`src/rtl/pci_irq_router_pkg.sv`:
```
package pci_irq_router_pkg;

  typedef enum logic [1:0] {
    MODE_UNDECIDED = 2'd0,
    MODE_LEGACY    = 2'd1,
    MODE_CORRECT   = 2'd2
  } route_mode_t;

  localparam logic [7:0] LINE_REG_OFS = 8'h3C;
  localparam logic [7:0] LEGACY_BASE  = 8'd27;
  localparam logic [7:0] LATE_SHIFT   = 8'd64;

  // Decide what a written interrupt-line value says about the software.
  function automatic route_mode_t judge_line(input logic [1:0] slot,
                                             input logic [7:0] val);
    logic [7:0] slot8;
    slot8 = {6'b0, slot};
    if (val == LEGACY_BASE) begin
      judge_line = (slot == 2'd2) ? MODE_UNDECIDED : MODE_LEGACY;
    end else if (val == LEGACY_BASE + slot8 ||
                 val == LEGACY_BASE + LATE_SHIFT + slot8) begin
      judge_line = MODE_LEGACY;
    end else begin
      judge_line = MODE_CORRECT;
    end
  endfunction

endpackage

```
`src/rtl/irq_line_classifier.sv`:
```
module irq_line_classifier
  import pci_irq_router_pkg::*;
#(
  parameter int ADDR_W = 16
) (
  input  logic              cfg_wr,
  input  logic [ADDR_W-1:0] cfg_addr,
  input  logic [7:0]        cfg_data,
  input  logic              variant_alt,
  input  route_mode_t       cur_mode,
  output logic              upd_en,
  output route_mode_t       verdict
);
  localparam int DEV_LSB = 11;

  logic [1:0] slot_mod;
  logic       unused_addr_bits;

  assign slot_mod = cfg_addr[DEV_LSB+1:DEV_LSB];
  assign unused_addr_bits = ^{cfg_addr[ADDR_W-1:DEV_LSB+2], cfg_addr[DEV_LSB-1:8]};

  assign upd_en = cfg_wr && !variant_alt && (cur_mode == MODE_UNDECIDED) &&
                  (cfg_addr[7:0] == LINE_REG_OFS);
  assign verdict = judge_line(slot_mod, cfg_data);

endmodule

```
`src/rtl/irq_mode_reg.sv`:
```
module irq_mode_reg
  import pci_irq_router_pkg::*;
(
  input  logic        clk,
  input  logic        rst,
  input  logic [1:0]  reset_mode,
  input  logic        upd_en,
  input  route_mode_t verdict,
  output route_mode_t cur_mode
);
  always_ff @(posedge clk) begin
    if (rst) begin
      case (reset_mode)
        2'd1:    cur_mode <= MODE_LEGACY;
        2'd2:    cur_mode <= MODE_CORRECT;
        default: cur_mode <= MODE_UNDECIDED;
      endcase
    end else if (upd_en) begin
      cur_mode <= verdict;
    end
  end
endmodule

```
`src/rtl/irq_swizzle_router.sv`:
```
module irq_swizzle_router
  import pci_irq_router_pkg::*;
#(
  parameter int NUM_SLOTS = 8,
  parameter int NUM_OUT   = 4,
  parameter int ROT_BASIC = 2,
  parameter int ROT_ALT   = 3,
  localparam int NUM_SRC  = NUM_SLOTS * NUM_OUT,
  localparam int IDX_W    = $clog2(NUM_OUT)
) (
  input  logic               clk,
  input  logic               rst,
  input  route_mode_t        cur_mode,
  input  logic               variant_alt,
  input  logic [NUM_SRC-1:0] irq_lvl,
  output logic [NUM_OUT-1:0] irq_out
);
  logic [NUM_OUT-1:0] src_oh [NUM_SRC];
  logic [NUM_OUT-1:0] merged;

  for (genvar s = 0; s < NUM_SLOTS; s++) begin : g_slot
    for (genvar p = 0; p < NUM_OUT; p++) begin : g_pin
      localparam int SRC = s * NUM_OUT + p;
      localparam logic [IDX_W-1:0] PASS_IDX = IDX_W'(p);
      localparam logic [IDX_W-1:0] BAS_IDX  = IDX_W'((s + p + ROT_BASIC) % NUM_OUT);
      localparam logic [IDX_W-1:0] ALT_IDX  = IDX_W'((s + p + ROT_ALT) % NUM_OUT);
      logic [IDX_W-1:0] dest;
      assign dest = (cur_mode == MODE_LEGACY) ? PASS_IDX :
                    (variant_alt ? ALT_IDX : BAS_IDX);
      assign src_oh[SRC] = irq_lvl[SRC] ? (NUM_OUT'(1) << dest) : '0;
    end
  end

  always_comb begin
    merged = '0;
    for (int i = 0; i < NUM_SRC; i++) begin
      merged = merged | src_oh[i];
    end
  end

  always_ff @(posedge clk) begin
    if (rst) irq_out <= '0;
    else     irq_out <= merged;
  end
endmodule

```
`src/rtl/pci_irq_router.sv`:
```
module pci_irq_router
  import pci_irq_router_pkg::*;
#(
  parameter int NUM_SLOTS = 8,
  parameter int ADDR_W    = 16,
  parameter int ROT_BASIC = 2,
  parameter int ROT_ALT   = 3,
  localparam int NUM_PINS = 4,
  localparam int NUM_SRC  = NUM_SLOTS * NUM_PINS
) (
  input  logic               clk,
  input  logic               rst,
  input  logic [1:0]         reset_mode,
  input  logic               variant_alt,
  input  logic               cfg_wr,
  input  logic [ADDR_W-1:0]  cfg_addr,
  input  logic [7:0]         cfg_data,
  input  logic [NUM_SRC-1:0] irq_lvl,
  output logic [NUM_PINS-1:0] irq_out,
  output logic [1:0]         mode
);
  route_mode_t cur_mode;
  route_mode_t verdict;
  logic        upd_en;

  irq_line_classifier #(.ADDR_W(ADDR_W)) u_cls (
    .cfg_wr      (cfg_wr),
    .cfg_addr    (cfg_addr),
    .cfg_data    (cfg_data),
    .variant_alt (variant_alt),
    .cur_mode    (cur_mode),
    .upd_en      (upd_en),
    .verdict     (verdict)
  );

  irq_mode_reg u_mode (
    .clk        (clk),
    .rst        (rst),
    .reset_mode (reset_mode),
    .upd_en     (upd_en),
    .verdict    (verdict),
    .cur_mode   (cur_mode)
  );

  irq_swizzle_router #(
    .NUM_SLOTS (NUM_SLOTS),
    .NUM_OUT   (NUM_PINS),
    .ROT_BASIC (ROT_BASIC),
    .ROT_ALT   (ROT_ALT)
  ) u_route (
    .clk         (clk),
    .rst         (rst),
    .cur_mode    (cur_mode),
    .variant_alt (variant_alt),
    .irq_lvl     (irq_lvl),
    .irq_out     (irq_out)
  );

  assign mode = cur_mode;
endmodule

```
`config.mk`:
```
export PLATFORM = sky130hd
export DESIGN_NAME = pci_irq_router
export DESIGN_NICKNAME = d
export VERILOG_FILES = /design/src/rtl/pci_irq_router_pkg.sv /design/src/rtl/irq_line_classifier.sv /design/src/rtl/irq_mode_reg.sv /design/src/rtl/irq_swizzle_router.sv /design/src/rtl/pci_irq_router.sv
export SDC_FILE = /design/constraint.sdc
export NUM_CORES = 1
export LEC_CHECK = 0
export CAP_MARGIN = 5
export CORE_MARGIN = 2
export CORE_UTILIZATION = 27
export DETAILED_ROUTE_END_ITERATION = 8
export PLACE_DENSITY_LB_ADDON = 0.2
export SLEW_MARGIN = 0
export SYNTH_ARGS = -nofsm -noshare
export SYNTH_HDL_FRONTEND = slang
export SYNTH_SLANG_ARGS = --single-unit
```
`constraint.sdc`:
```
create_clock -name clk -period 1.77 [get_ports clk]
set_clock_uncertainty 0.2 [all_clocks]
set_input_delay 0.2655 -clock clk [delete_from_list [all_inputs] [get_ports clk]]
set_output_delay 0.2655 -clock clk [all_outputs]
set_load 0.02 [all_outputs]
```
==> parameters.txt, run 1 <==
Parameter                              Value

Power and ir drop
  Gate power share ... 46.2%
  Share of power burned in registers ... 29.2%
  Net switching fraction of the power ... 27.1%
  Static Leak ... 0.494 nW
  Power dissipated by switching net loads ... 0.000149 W
  VDD IR-drop max ... 447 uV
  Design internal power ... 0.000401 W
  Post-layout power ... 0.000551 W
  Total power divided by cell area ... 411 nW/um^2
  Clock power share ... 24.6%

Logic synthesis
  Post-synthesis simple-gate area fraction ... 40.2%
  Post-synth design cell area ... 619 sq um
  Cell count after synthesis ... 79
  Count of different cell masters after synthesis ... 36
  Largest family of logic cells by synthesized area ... simple AND/OR/NAND/NOR gates
  Number of register bits inferred by synthesis ... 6
  Xor-xnor portion of the synthesized cell area ... 4.24%
  Fraction of synthesized area in multiplexers ... 0%
  Number of synthesis warnings ... 0
  Adder-cell area share of the yosys netlist ... 4.04%
  Post-synthesis average cell area ... 7.84 sq um
  Proportion of synthesized chip area in sequential cells ... 22.6%
  Synth Area in Compound Gates ... 22.6%
  Syn_nets ... 143

Timing
  Number of failing hold endpoints at the final stage ... 0
  Achievable Freq ... 0.577 GHz
  Final Max Slew Viols ... 0
  Share of the clock period used by the worst path after layout ... 97.9%
  Total setup violations reported at the end of the flow ... 0
  Final min period ... 1730 ps
  Worst-case headroom to the max-slew limit ... 77.9%
  Slew at the pin closest to its max-slew limit ... 329 ps
  RSZ-0062 raised after global routing ... false

Worst setup path
  Number of logic stages on the critical path including buffering ... 5
  Crit path DAT ... 1650 ps
  Slowest stage delay, CP ... 510 ps
  Reg2Reg Launch Point ... u_mode.cur_mode[1]$_DFFE_PP_
  Required time of the critical path ... 1690 ps
  Register-to-register path setup slack ... 180 ps
  Number of buffer and inverter stages on the critical path ... 1
  Worst setup path category ... input port to flop
  Cell count of the worst reg-to-reg path ... 4
  Setup crit start kind ... input port
  Crit Path Max Fanout ... 2
  First element of the critical path ... irq_lvl[18]
  Family with the most delay on the worst path ... simple AND/OR/NAND/NOR gates
  Cells along the critical path ... clkdlybuf4s50_1 > nor2_1 > nand3_1 > or4_1 > o311a_1
  Nature of the critical path endpoint ... flop
  Worst reg2reg endpoint ... u_route.irq_out[1]$_SDFF_PP0_
  Crit-path slowest cell ... or4_1

Cells and area
  Area grow syn2layout ... 116%
  Number of nets in the final layout ... 214
  Multi-input logic area ... 458 sq um
  # fillers ... 217
  Number of diodes ... 0
  Final Cell Area ... 1340 sq um
  Fraction of final layout cells sized beyond drive strength 1 ... 12.8%
  Reg area ... 140 sq um
  Utilization of the core after routing ... 61.2%
  Finished Layout Cells ... 177

Hold path
  Worst min-delay path startpoint ... irq_lvl[24]
  Hold/Removal Path Class ... input port to flop
  Worst Hold Path EP ... u_route.irq_out[0]$_SDFF_PP0_
  Cell depth of the worst hold path ... 3

Job
  Max-capacitance violation count ... 0

GRT
  GRT Overall Usage ... 18.2%
  Wire length of the first global-routing pass ... 3710 um
  Via count of the first global-routing pass ... 927
  Initial antenna violation count ... 0
  Overall overflow remaining after global route ... 0
  Largest net degree at the start of global routing ... 13

Clock network
  Sinks on the clock net ... 6
  Count of hold buffers inserted by post-cts repair ... 0
  Clock tree from TritonCTS ... done
  Maximum buffer depth of the clock tree ... 2
  Setup repair bufs after CTS ... 0
  Total CTS buffers ... 3
  Level count of the clock H-tree ... 1
  Root Buffer Master ... clkbuf_4
  Clock edge transition at the registers on the reported setup and hold paths ... 50 ps
  Insertion delay to the later sink of the worst-skew pair ... 250 ps

Drt
  WL per Instance ... 13.4 um
  DRT iter0 DRCs ... 24
  Number of nets with antenna violations after detailed routing ... 0
  Via count of the routed design ... 933
  Ratio of routed vias to standard cells ... 5.27
  First-pass iteration count of the detailed router ... 4
  # DRC ... 0
  Total wirelength of the detailed-routed design ... 2380 um

Place
  Area of placed instances ... 1300 sq um
  Port buffer count ... 61
  Sum of net half-perimeters after detailed placement ... 2010 um
  Routability cong. ... 0.832
  Dpl cells ... 173

Die
  Width of the die ... 51.9 um
  Floorplan Core Area ... 2190 sq um
  Area of the die ... 2690 sq um
  Ports ... 68
  Initial Util ... 28.3%
  Chip height ... 51.9 um
  Site row count ... 17

Status
  Result of the run ... complete, no violations
layout make-up:
type                       instances  share of cell area [%]
clock buffer                       4                    1.96
inverter                           4                    1.12
sequential                         6                    10.5
multi-input combinational         66                    34.2
timing repair buffer              69                    49.7
tap                               28                    2.61
placed cells by master (no fill, tap or decap), types with 2 or more instances in the layout:
| master | n |
|---|---|
| buf_4 | 8 |
| o31ai_1 | 2 |
| nor2_1 | 8 |
| dfxtp_1 | 4 |
| a31oi_1 | 2 |
| dlygate4sd2_1 | 4 |
| nor3_1 | 5 |
| inv_1 | 4 |
| nor4_2 | 2 |
| ha_1 | 2 |
| a21oi_1 | 5 |
| nand2_1 | 3 |
| edfxtp_1 | 2 |
| clkdlybuf4s50_1 | 57 |
| clkbuf_4 | 3 |
| nor3b_1 | 2 |
| o32ai_1 | 2 |
| xor2_1 | 3 |
| nand3_1 | 5 |
| nor4_1 | 6 |
power groups by stage:
stage | Sequential, W | Clock, W | Combinational [W]
floorplan | 0.000174 | 0 | 0.0000690
global placement | 0.000164 | 0 | 0.000250
detailed placement | 0.000164 | 0 | 0.000254
CTS | 0.000161 | 0.000143 | 0.000254
global route | 0.000162 | 0.000149 | 0.000273
finish | 0.000161 | 0.000136 | 0.000255
synth_stat cells:
library cell	count	share of area [%]
a211oi_1	1	1.2
a21o_2	1	1.4
a21oi_1	5	4.0
a31oi_1	2	2.0
a32o_1	1	1.6
a32oi_1	1	1.4
a41oi_1	1	1.4
and2b_2	1	1.4
and4bb_2	1	2.0
buf_6	1	1.8
clkbuf_2	1	0.81
clkbuf_4	1	1.2
dfxtp_1	4	13
edfxtp_1	2	9.7
ha_1	2	4.0
inv_1	4	2.4
nand2_1	3	1.8
nand2_4	1	1.8
nand2b_4	1	2.2
nand3_1	5	4.0
nand3b_1	1	1.2
nand4_1	1	1.0
nand4b_1	1	1.4
nor2_1	8	4.8
nor2b_1	1	1.0
nor3_1	5	4.0
nor3b_1	2	2.4
nor4_1	8	8.1
nor4bb_1	1	1.6
o21ai_0	2	1.6
o22ai_1	1	1.0
o311a_1	1	1.6
o31ai_1	2	2.4
o32ai_1	2	2.8
or4_1	1	1.2
xor2_1	3	4.2
sequential cells by signal, summed over array words and instances, names as in the netlist:
register	cells
u_mode.cur_mode	2
u_route.irq_out	4
what timing repair did:
action | in CTS | in global routing
pin swaps | 4 | 1
endpoints found under the setup margin | 5 | 4
gates resized for setup | 6 | 2
metal layers:
metal | global-route usage, % | routed length [um] | vias to the layer above
met5 | 0 | 0 | -
met2 | 31.0 | 1070 | 65
met3 | 8.62 | 390 | 4
li1 | - | - | 450
met1 | 19.9 | 889 | 414
met4 | 5.26 | 26 | 0
worst reg2reg max path: stages, from the launching register on:
cell      delay [ps]
edfxtp_1         430
nand2b_4         210
nand2_4           60
or4_1            420
o311a_1          150
kinds of logic after synthesis:
logic type | count (synthesis)
fa+ha+maj | 2
xor+xnor | 3
buf+inv | 7
simple gates | 41
flops | 6
compound gates | 20
worst max-delay path by stage:
stage                                     to  slack (ps)
6_report       u_route.irq_out[1]$_SDFF_PP0_          40
5_1_grt        u_route.irq_out[3]$_SDFF_PP0_          10
4_1_cts         u_mode.cur_mode[1]$_DFFE_PP_          40
3_5_place_dp    u_mode.cur_mode[1]$_DFFE_PP_        -530
3_3_place_gp    u_mode.cur_mode[1]$_DFFE_PP_        -410
2_1_floorplan   u_mode.cur_mode[0]$_DFFE_PP_         130
stage by stage:
step	setup slack, ps	TNS (ps)	hold WS, ps
6_report	38.0	0	508
5_1_grt	14.4	0	524
4_1_cts	43.0	0	500
3_5_place_dp	-533	-1990	692
3_3_place_gp	-410	-1610	685
2_1_floorplan	132	0	230
Note: power is estimated with default switching activity, not from simulation.
==> run 2, diff against run 1 <==
- TNS_END_PERCENT: not set -> 100
==> results of run 2 <==
Same layout as run 1: the final DEF is identical, and so are final timing and power.
